$ cat src/rtl/kbd_scan_pkg.sv
package kbd_scan_pkg;

    typedef enum logic {
        SCAN_SETTLE = 1'b0,
        SCAN_EMIT   = 1'b1
    } scan_state_e;

endpackage

$ cat src/rtl/kbd_row_sync.sv
module kbd_row_sync #(
    parameter int WIDTH = 17
) (
    input  logic             clk,
    input  logic             rst_n,
    input  logic [WIDTH-1:0] async_i,
    output logic [WIDTH-1:0] sync_o
);
    logic [WIDTH-1:0] meta_q;
    logic [WIDTH-1:0] stable_q;

    // reset to the pulled-up level so no spurious change is seen
    always_ff @(posedge clk or negedge rst_n) begin
        if (!rst_n) begin
            meta_q   <= '1;
            stable_q <= '1;
        end else begin
            meta_q   <= async_i;
            stable_q <= meta_q;
        end
    end

    assign sync_o = stable_q;
endmodule

$ cat src/rtl/kbd_lowbit_finder.sv
module kbd_lowbit_finder #(
    parameter int WIDTH = 17,
    parameter int IDX_W = 5
) (
    input  logic [WIDTH-1:0] vec_i,
    output logic             any_o,
    output logic [IDX_W-1:0] idx_o
);
    always_comb begin
        any_o = 1'b0;
        idx_o = '0;
        for (int i = WIDTH - 1; i >= 0; i--) begin
            if (vec_i[i]) begin
                any_o = 1'b1;
                idx_o = IDX_W'(i);
            end
        end
    end
endmodule

$ cat src/rtl/kbd_snap_store.sv
module kbd_snap_store #(
    parameter int NUM_COLS = 8,
    parameter int NUM_ROWS = 17,
    parameter int COL_W    = 3
) (
    input  logic                clk,
    input  logic                rst_n,
    input  logic                wr_en_i,
    input  logic [COL_W-1:0]    col_i,
    input  logic [NUM_ROWS-1:0] wr_data_i,
    output logic [NUM_ROWS-1:0] rd_data_o
);
    logic [NUM_ROWS-1:0] snap_q [NUM_COLS];

    always_ff @(posedge clk or negedge rst_n) begin
        if (!rst_n) begin
            for (int c = 0; c < NUM_COLS; c++) begin
                snap_q[c] <= '1;
            end
        end else if (wr_en_i) begin
            snap_q[col_i] <= wr_data_i;
        end
    end

    assign rd_data_o = snap_q[col_i];
endmodule

$ cat src/rtl/kbd_matrix_scanner.sv
module kbd_matrix_scanner #(
    parameter int NUM_COLS  = 8,
    parameter int MAIN_ROWS = 16,
    parameter int SETTLE_W  = 8
) (
    input  logic                          clk,
    input  logic                          rst_n,
    input  logic [SETTLE_W-1:0]           settle_cycles,
    input  logic [MAIN_ROWS-1:0]          row_main_i,
    input  logic                          row_extra_i,
    output logic [NUM_COLS-1:0]           col_oe_o,
    output logic [NUM_COLS-1:0]           col_drv_o,
    output logic                          evt_valid_o,
    input  logic                          evt_ready_i,
    output logic [$clog2(NUM_COLS)-1:0]   evt_col_o,
    output logic [$clog2(MAIN_ROWS+1)-1:0] evt_row_o,
    output logic                          evt_release_o
);
    import kbd_scan_pkg::*;

    localparam int NUM_ROWS = MAIN_ROWS + 1;
    localparam int COL_W    = $clog2(NUM_COLS);
    localparam int ROW_W    = $clog2(NUM_ROWS);

    typedef struct packed {
        scan_state_e         st;
        logic [COL_W-1:0]    col;
        logic [SETTLE_W-1:0] cnt;
        logic [NUM_ROWS-1:0] sample;
        logic [NUM_ROWS-1:0] pending;
    } scan_regs_t;

    scan_regs_t          r_d, r_q;
    logic [NUM_ROWS-1:0] rows_sync;
    logic [NUM_ROWS-1:0] snap_rd;
    logic                snap_wr;
    logic                pend_any;
    logic [ROW_W-1:0]    pend_idx;
    logic [NUM_ROWS-1:0] pend_left;
    logic [NUM_ROWS-1:0] diff;

    // separate row pin sits above the contiguous ones, so it is reported last
    kbd_row_sync #(.WIDTH(NUM_ROWS)) u_sync (
        .clk     (clk),
        .rst_n   (rst_n),
        .async_i ({row_extra_i, row_main_i}),
        .sync_o  (rows_sync)
    );

    kbd_snap_store #(.NUM_COLS(NUM_COLS), .NUM_ROWS(NUM_ROWS), .COL_W(COL_W)) u_snap (
        .clk       (clk),
        .rst_n     (rst_n),
        .wr_en_i   (snap_wr),
        .col_i     (r_q.col),
        .wr_data_i (r_q.sample),
        .rd_data_o (snap_rd)
    );

    kbd_lowbit_finder #(.WIDTH(NUM_ROWS), .IDX_W(ROW_W)) u_find (
        .vec_i (r_q.pending),
        .any_o (pend_any),
        .idx_o (pend_idx)
    );

    function automatic logic [COL_W-1:0] next_col(input logic [COL_W-1:0] c);
        return (c == COL_W'(NUM_COLS - 1)) ? '0 : c + 1'b1;
    endfunction

    always_comb begin
        r_d       = r_q;
        snap_wr   = 1'b0;
        diff      = rows_sync ^ snap_rd;
        pend_left = r_q.pending & ~(NUM_ROWS'(1) << pend_idx);
        case (r_q.st)
            SCAN_SETTLE: begin
                if (r_q.cnt >= settle_cycles) begin
                    r_d.sample = rows_sync;
                    if (diff == '0) begin
                        r_d.col = next_col(r_q.col);
                        r_d.cnt = '0;
                    end else begin
                        r_d.pending = diff;
                        r_d.st      = SCAN_EMIT;
                    end
                end else begin
                    r_d.cnt = r_q.cnt + 1'b1;
                end
            end
            SCAN_EMIT: begin
                if (evt_ready_i) begin
                    r_d.pending = pend_left;
                    if (pend_left == '0) begin
                        snap_wr = 1'b1;
                        r_d.col = next_col(r_q.col);
                        r_d.cnt = '0;
                        r_d.st  = SCAN_SETTLE;
                    end
                end
            end
            default: r_d.st = SCAN_SETTLE;
        endcase
    end

    always_ff @(posedge clk or negedge rst_n) begin
        if (!rst_n) begin
            r_q.st      <= SCAN_SETTLE;
            r_q.col     <= '0;
            r_q.cnt     <= '0;
            r_q.sample  <= '1;
            r_q.pending <= '0;
        end else begin
            r_q <= r_d;
        end
    end

    assign col_oe_o      = NUM_COLS'(1) << r_q.col;
    assign col_drv_o     = ~col_oe_o;
    assign evt_valid_o   = (r_q.st == SCAN_EMIT) && pend_any;
    assign evt_col_o     = r_q.col;
    assign evt_row_o     = pend_idx;
    assign evt_release_o = r_q.sample[pend_idx];
endmodule

$ cat config.mk
export PLATFORM = sky130hd
export DESIGN_NAME = kbd_matrix_scanner
export DESIGN_NICKNAME = d
export VERILOG_FILES = /design/src/rtl/kbd_scan_pkg.sv /design/src/rtl/kbd_row_sync.sv /design/src/rtl/kbd_lowbit_finder.sv /design/src/rtl/kbd_snap_store.sv /design/src/rtl/kbd_matrix_scanner.sv
export SDC_FILE = /design/constraint.sdc
export NUM_CORES = 1
export LEC_CHECK = 0
export BUFFER_PORTS_ARGS = -buffer_cell sky130_fd_sc_hd__buf_2
export CORE_ASPECT_RATIO = 1.25
export CORE_UTILIZATION = 27
export CTS_CLUSTER_DIAMETER = 30
export DETAILED_ROUTE_END_ITERATION = 8
export SLEW_MARGIN = 10
export SYNTH_ARGS = -nofsm -noshare
export SYNTH_HDL_FRONTEND = slang
export SYNTH_SLANG_ARGS = --single-unit
$ cat constraint.sdc
create_clock -name clk -period 7.2 [get_ports clk]
set_clock_uncertainty 0.05 [all_clocks]
set_input_delay 1.44 -clock clk [delete_from_list [all_inputs] [get_ports clk]]
set_output_delay 1.44 -clock clk [all_outputs]
set_load 0.02 [all_outputs]
# --- Word level (Yosys, flattened, before mapping) ---
# Index checks and enable logic that the tools add are counted.
word_totals:
  reg_bits: 216
  latchBits: 0
  ram_bits: 0
  mem_bits_ro: 0
  input_bits: 28
  n_memories: 0
op_classes:
  add_sub_neg: 2
  n_mul: 0
  div: 0
  n_lt_le_gt_ge: 4
  eq_ne: 7
  shift: 2
  n_mux: 57
  bitwise_logic: 6
  n_reduce_logical: 8
op_table:
  columns: ["operator", "count"]
  rows:
  - ["$bwmux 136", 1]
  - ["$mux 17", 6]
  - ["$mux 5", 17]
  - ["$bmux 17 s3", 1]
  - ["$demux 17 s3", 1]
  - ["$logic_not 17->1", 2]
  - ["$pmux 17 s2", 1]
  - ["$mux 12", 2]
  - ["$pmux 12 s2", 1]
  - ["$mux 1", 22]
  - ["$and 17x17->17", 1]
  - ["$not 17->17", 1]
  - ["$shl 1x5->17 const A", 1]
  - ["$xor 17x17->17", 1]
  - ["$mux 11", 1]
  - ["$add 8x1->8 const B", 1]
  - ["$ge 8x8->1", 1]
  - ["$mux 8", 1]
  - ["$ne 2x2->1 const B", 4]
  - ["$not 8->8", 1]
  - ["$shl 1x3->8 const A", 1]
  - ["$lt 5x6->1 const B", 1]
  - ["$reduce_and 3->1", 2]
  - ["$bmux 1 s5", 1]
  - ["other kinds (13)", 14]

# --- Longest topological paths before layout ---
depth:
  depth_word: 24
  ltp_mapped: 14

# --- Cells and area by module ---
# A second synthesis with hierarchy kept.
unflattened:
  cells_unflattened: 792
  area_unflattened_um2: 10583.9
by_module_without_submodules:
  columns: ["module", "n_inst", "cells_each", "area_per_inst_um2", "seq_area_each_um2"]
  rows:
  - ["kbd_snap_store", 1, 435, 6495.0, 3573.4]
  - ["kbd_matrix_scanner", 1, 288, 3005.4, 1172.4]
  - ["kbd_row_sync", 1, 34, 893.4, 893.4]
  - ["kbd_lowbit_finder", 1, 35, 190.2, 0.0]

# --- Worst setup path after synthesis ---
# OpenSTA, ideal clock, no wires.
synth_timing:
  path_type: "input to register"
  from: "input settle_cycles[0]"
  to: "register r_q[10] in the netlist's numbering"
  arrival_ps: 3675
  t_required_ps: 7024
  setup_slack_ps: 3349
  path_stages: 11
  path_buffers: 1
  cell_sequence: "ha_1 nand2b_1 a21oi_1 nor2b_1 o21ai_0 a21o_1 a211oi_1 o21ai_4 and2_1 buf_4 a221o_1"
synth_via:
  elab_chain_cells: 3
synth_lines:
  columns: ["element", "line", "rtl"]
  rows:
  - ["from (decl)", "kbd_matrix_scanner.sv:8", "input logic [SETTLE_W-1:0] settle_cycles,"]
  - ["$ge 8x8->1", "kbd_matrix_scanner.sv:76", "if (r_q.cnt >= settle_cycles) begin"]
  - ["$ne 2x2->1 (no line)", null, null]
  - ["$reduce_and 3->1 (no line)", null, null]
  - ["to (signal assigned)", "kbd_matrix_scanner.sv:112", "r_q <= r_d;"]
  - ["to (decl)", "kbd_matrix_scanner.sv:33", "scan_regs_t r_d, r_q;"]
# No other way between the ends.
# A chain may end at the register's enable or synchronous reset.

# --- Worst setup path after layout ---
layout_timing:
  from: "register r_q[5] in the netlist's numbering"
  to: "output evt_release_o"
layout_via:
  elab_chain_cells: 8
layout_lines:
  columns: ["element", "line", "rtl"]
  rows:
  - ["$mux 5 (6 in series)", "kbd_lowbit_finder.sv:13", "if (vec_i[i]) begin"]
  - ["$bmux 1 s5", "kbd_matrix_scanner.sv:121", "assign evt_release_o = r_q.sample[pend_idx];"]
  - ["$mux 1 (not written as such)", "kbd_matrix_scanner.sv:121", null]
  - ["to (decl)", "kbd_matrix_scanner.sv:17", "output logic evt_release_o"]
# No other way between the ends. The select of a mux whose other input is x is not followed.

==> impl_results.md <==
* PostCTS Resize Cnt at 0
* Async set or reset register ratio after synthesis at 100%
* Core area at 39400 um^2
* Max-Cap Viols at 0
* Post-synth cell types at 71
* Hold_buf cts at 0
* Syn_nets at 861
* Flops & latches, synth at 216
* Post-CTS Setup Repair Bufs at 0
* Drt first pass iters at 5
* Post-Place Setup Slack at 2830 ps
* Crit path kind: flop to primary output
* Initial antenna violation count at 0
* Worst VDD drop at 0.166 mV
* Buffers on Ports at 53
* Final period util at 68.7%
* RSZ-0062 raised after global routing: false
* First-pass GRT wire length at 45000 um
* Root Buffer: clkbuf_16
* Largest net degree at the start of global routing at 177
* Routed vias at 7021
* 1st-iter DRT viols at 455
* Width of the die at 182 um
* Die height at 227 um
* DRC at 0
* Final Hold Vio Count at 0
* Clk slew on worst S/H paths at 50 ps
* Max clock buf depth at 3
* Synth Flop Type: dfstp_2
* YS warnings at 0
* Area grow syn2layout at 20.5%
* Synth Area per Inst at 13.3 um^2
* Final setup viols at 0
* Dpl cell area at 11500 um^2
* Post-synth EDFFs at 0
* Grt ovf at 0
* Status: completed
* Initial Utilization at 27.6%
* Cts bufs inserted at 48
* Cell Chain, Critical Path: or4_4, a21oi_2, and2_1, nand2_2, a21oi_1, a221oi_1, o21ai_0, nand3_1, o221ai_1, buf_2
* Fin crit period at 4940 ps
* Critical path arrival at 3450 ps
* Cell family with most CP delay: simple AND/OR/NAND/NOR gates
* Nets at 910
* Seq/Total Area, Yosys at 51.7%
* Pins Over Slew Limit at 0
* Pleak at 5.64 nW
* CTS Sinks at 216
* Startpoint Class: flop
* Worst endpoint required time at 5710 ps
* Num ports at 54
* Worst hold path class: flop to flop
* Layout cells sized above 1 at 59.2%
* Clock latency on the worst-skew pair at 540 ps
* DP Wirelength at 18600 um
* Post-Syn Instances at 818
* Post-DR wirelength/cell at 20.3 um
* Total negative setup slack at 0 ps
* CTS tree: yes
* Final ANT Viol Nets at 0
* DIE AREA at 41200 um^2
* Crit-path slowest cell: or4_4
* Vias per Instance at 5.01
* Post-route cell area at 13100 um^2
* Hold slack at 303 ps
* PnR worst setup slack at 2260 ps
* Bufs and invs on worst path at 1
* Cell Rows at 81
* Worst-Margin Slew at 1060 ps
* RD Place Congestion at 0.889
* CP endpoint kind: primary output
* Total GRT Usage at 14.3%
* H-tree depth at 2
* ANT cells at 0
* Peak Freq at 202 MHz
* Vias in the first global route at 7430
* Slew HR at 29.4%
* Crit path max fanout at 8
* Critical path's largest stage delay at 580 ps
* Final WL at 28500 um
* Pwr/cell area at 340 nW/um^2
* Post-Syn Area at 10900 um^2
[flip-flops by register name, indices dropped and copies added, names as in the netlist]
signal	cells
u_sync.meta_q	17
u_sync.sync_o	17
r_q	43
u_snap.snap_q	136
evt_col_o	3
[layer usage]
layer  global-route usage, %  vias up  share of wire (%)
met4                    6.89        0                4.0
li1                        -     3104                  -
met3                    2.67       68                4.5
met1                    17.6     3641                 42
met5                       0        -                  0
met2                    24.0      208                 49
[metrics by stage]
stage | power (mW) | instances | utilization [%]
6_report | 4.46 | 1402 | 33.3
5_1_grt | 4.66 | 1402 | 33.3
4_1_cts | 4.50 | 1402 | 33.3
3_5_place_dp | 2.31 | 1315 | 29.2
3_3_place_gp | 2.32 | 1315 | 29.2
2_1_floorplan | 2.03 | 818 | -
[cell families (layout without fill, tap and decap cells)]
kind of cell    after synthesis  after routing  share of synthesized area [%]
simple gates                134            134                           7.41
compound gates              131            131                           9.07
fa+ha+maj                    15             15                           1.72
buf+inv                      95            181                           4.43
xor+xnor                     18             18                           1.45
flops                       216            216                           51.7
mux                         209            209                           24.2
[area by class of cell]
class / count / area, um^2
clock buffers: 55 / 1310
clock inverters: 32 / 312
fillers: 3846 / 26300
inverters: 36 / 135
multi-input cells: 507 / 4790
flip-flops and latches: 216 / 5640
well taps: 498 / 623
repair buffers: 58 / 325
[worst paths after layout]
| path | from | endpoint | slack (ps) | depth (start not counted) |
|---|---|---|---|---|
| max reg2reg | evt_col_o[1] | r_q[34] | 3010 | 10 |
| min in group asynchronous | rst_n | u_sync.meta_q[12] | 1020 | 1 |
| max in group asynchronous | rst_n | evt_col_o[2] | 4960 | 2 |
| max | r_q[5] | evt_release_o | 2260 | 10 |
| min reg2reg | u_sync.meta_q[10] | u_sync.sync_o[10] | 300 | 0 |
| min | u_sync.meta_q[10] | u_sync.sync_o[10] | 300 | 0 |
[report_power, final]
| group | switching, mW | total, mW | leakage (nW) | internal [mW] |
|---|---|---|---|---|
| registers | 0.260 | 1.63 | 2.27 | 1.37 |
| clock network | 0.733 | 2.16 | 0.778 | 1.42 |
| logic | 0.404 | 0.677 | 2.59 | 0.273 |
[cell usage after synthesis, types with 6 or more instances]
master / n / share of area [%]
a21oi_1: 16 / 0.73
a221o_1: 6 / 0.55
a221oi_1: 9 / 0.72
a22oi_1: 9 / 0.62
a31oi_1: 11 / 0.63
and3_1: 7 / 0.40
buf_1: 21 / 0.72
buf_2: 11 / 0.51
buf_6: 13 / 1.3
clkbuf_1: 10 / 0.34
dfrtp_1: 29 / 6.7
dfstp_2: 187 / 45
ha_1: 15 / 1.7
inv_1: 33 / 1.1
mux2_2: 110 / 11
mux2_4: 50 / 6.9
mux2i_1: 32 / 2.9
mux4_2: 12 / 2.5
nand2_1: 29 / 1.0
nand2_4: 6 / 0.62
nand3_1: 13 / 0.60
nor2_1: 25 / 0.86
nor2b_1: 6 / 0.34
nor3_1: 9 / 0.41
o211ai_1: 13 / 0.90
o21ai_0: 10 / 0.46
o22ai_1: 7 / 0.40
xnor2_1: 13 / 1.0
[cells in the final DEF (no fill, tap or decap), types with 5 or more instances in the layout]
cell type / netlist / layout
nor2_1: 25 / 25
a22oi_1: 9 / 9
o21ai_0: 10 / 10
xnor2_1: 13 / 13
mux2_1: 5 / 5
a21o_1: 5 / 5
inv_1: 33 / 33
and3_1: 7 / 7
nand2_4: 6 / 6
dfrtp_1: 29 / 26
clkinvlp_4: 0 / 8
o21ai_1: 5 / 5
mux2_2: 110 / 110
clkbuf_16: 0 / 50
a221o_1: 6 / 6
buf_2: 11 / 52
a21oi_1: 16 / 16
mux4_2: 12 / 12
nand2_1: 29 / 29
nor3_1: 9 / 9
ha_1: 15 / 15
mux2i_1: 32 / 32
a31oi_1: 11 / 11
o22ai_1: 7 / 7
xor2_1: 5 / 5
nor2b_1: 6 / 6
or3_1: 5 / 5
inv_6: 0 / 8
clkinv_4: 0 / 7
a221oi_1: 9 / 9
nand3_1: 13 / 13
dfstp_2: 187 / 187
o211ai_1: 13 / 13
mux2_4: 50 / 50
clkinv_2: 0 / 6
nand2b_1: 5 / 5
[worst register-to-register path: cells and delay by family (launching register included)]
| kind | cells | cell delay, ps |
|---|---|---|
| AND/OR/NAND/NOR | 4 | 1400 |
| AO/OA/AOI/OAI | 3 | 940 |
| flip-flops | 1 | 920 |
| buffers and inverters | 1 | 420 |
| XOR/XNOR | 1 | 180 |
| multiplexers | 1 | 140 |
(Power assumes the default switching activity.)
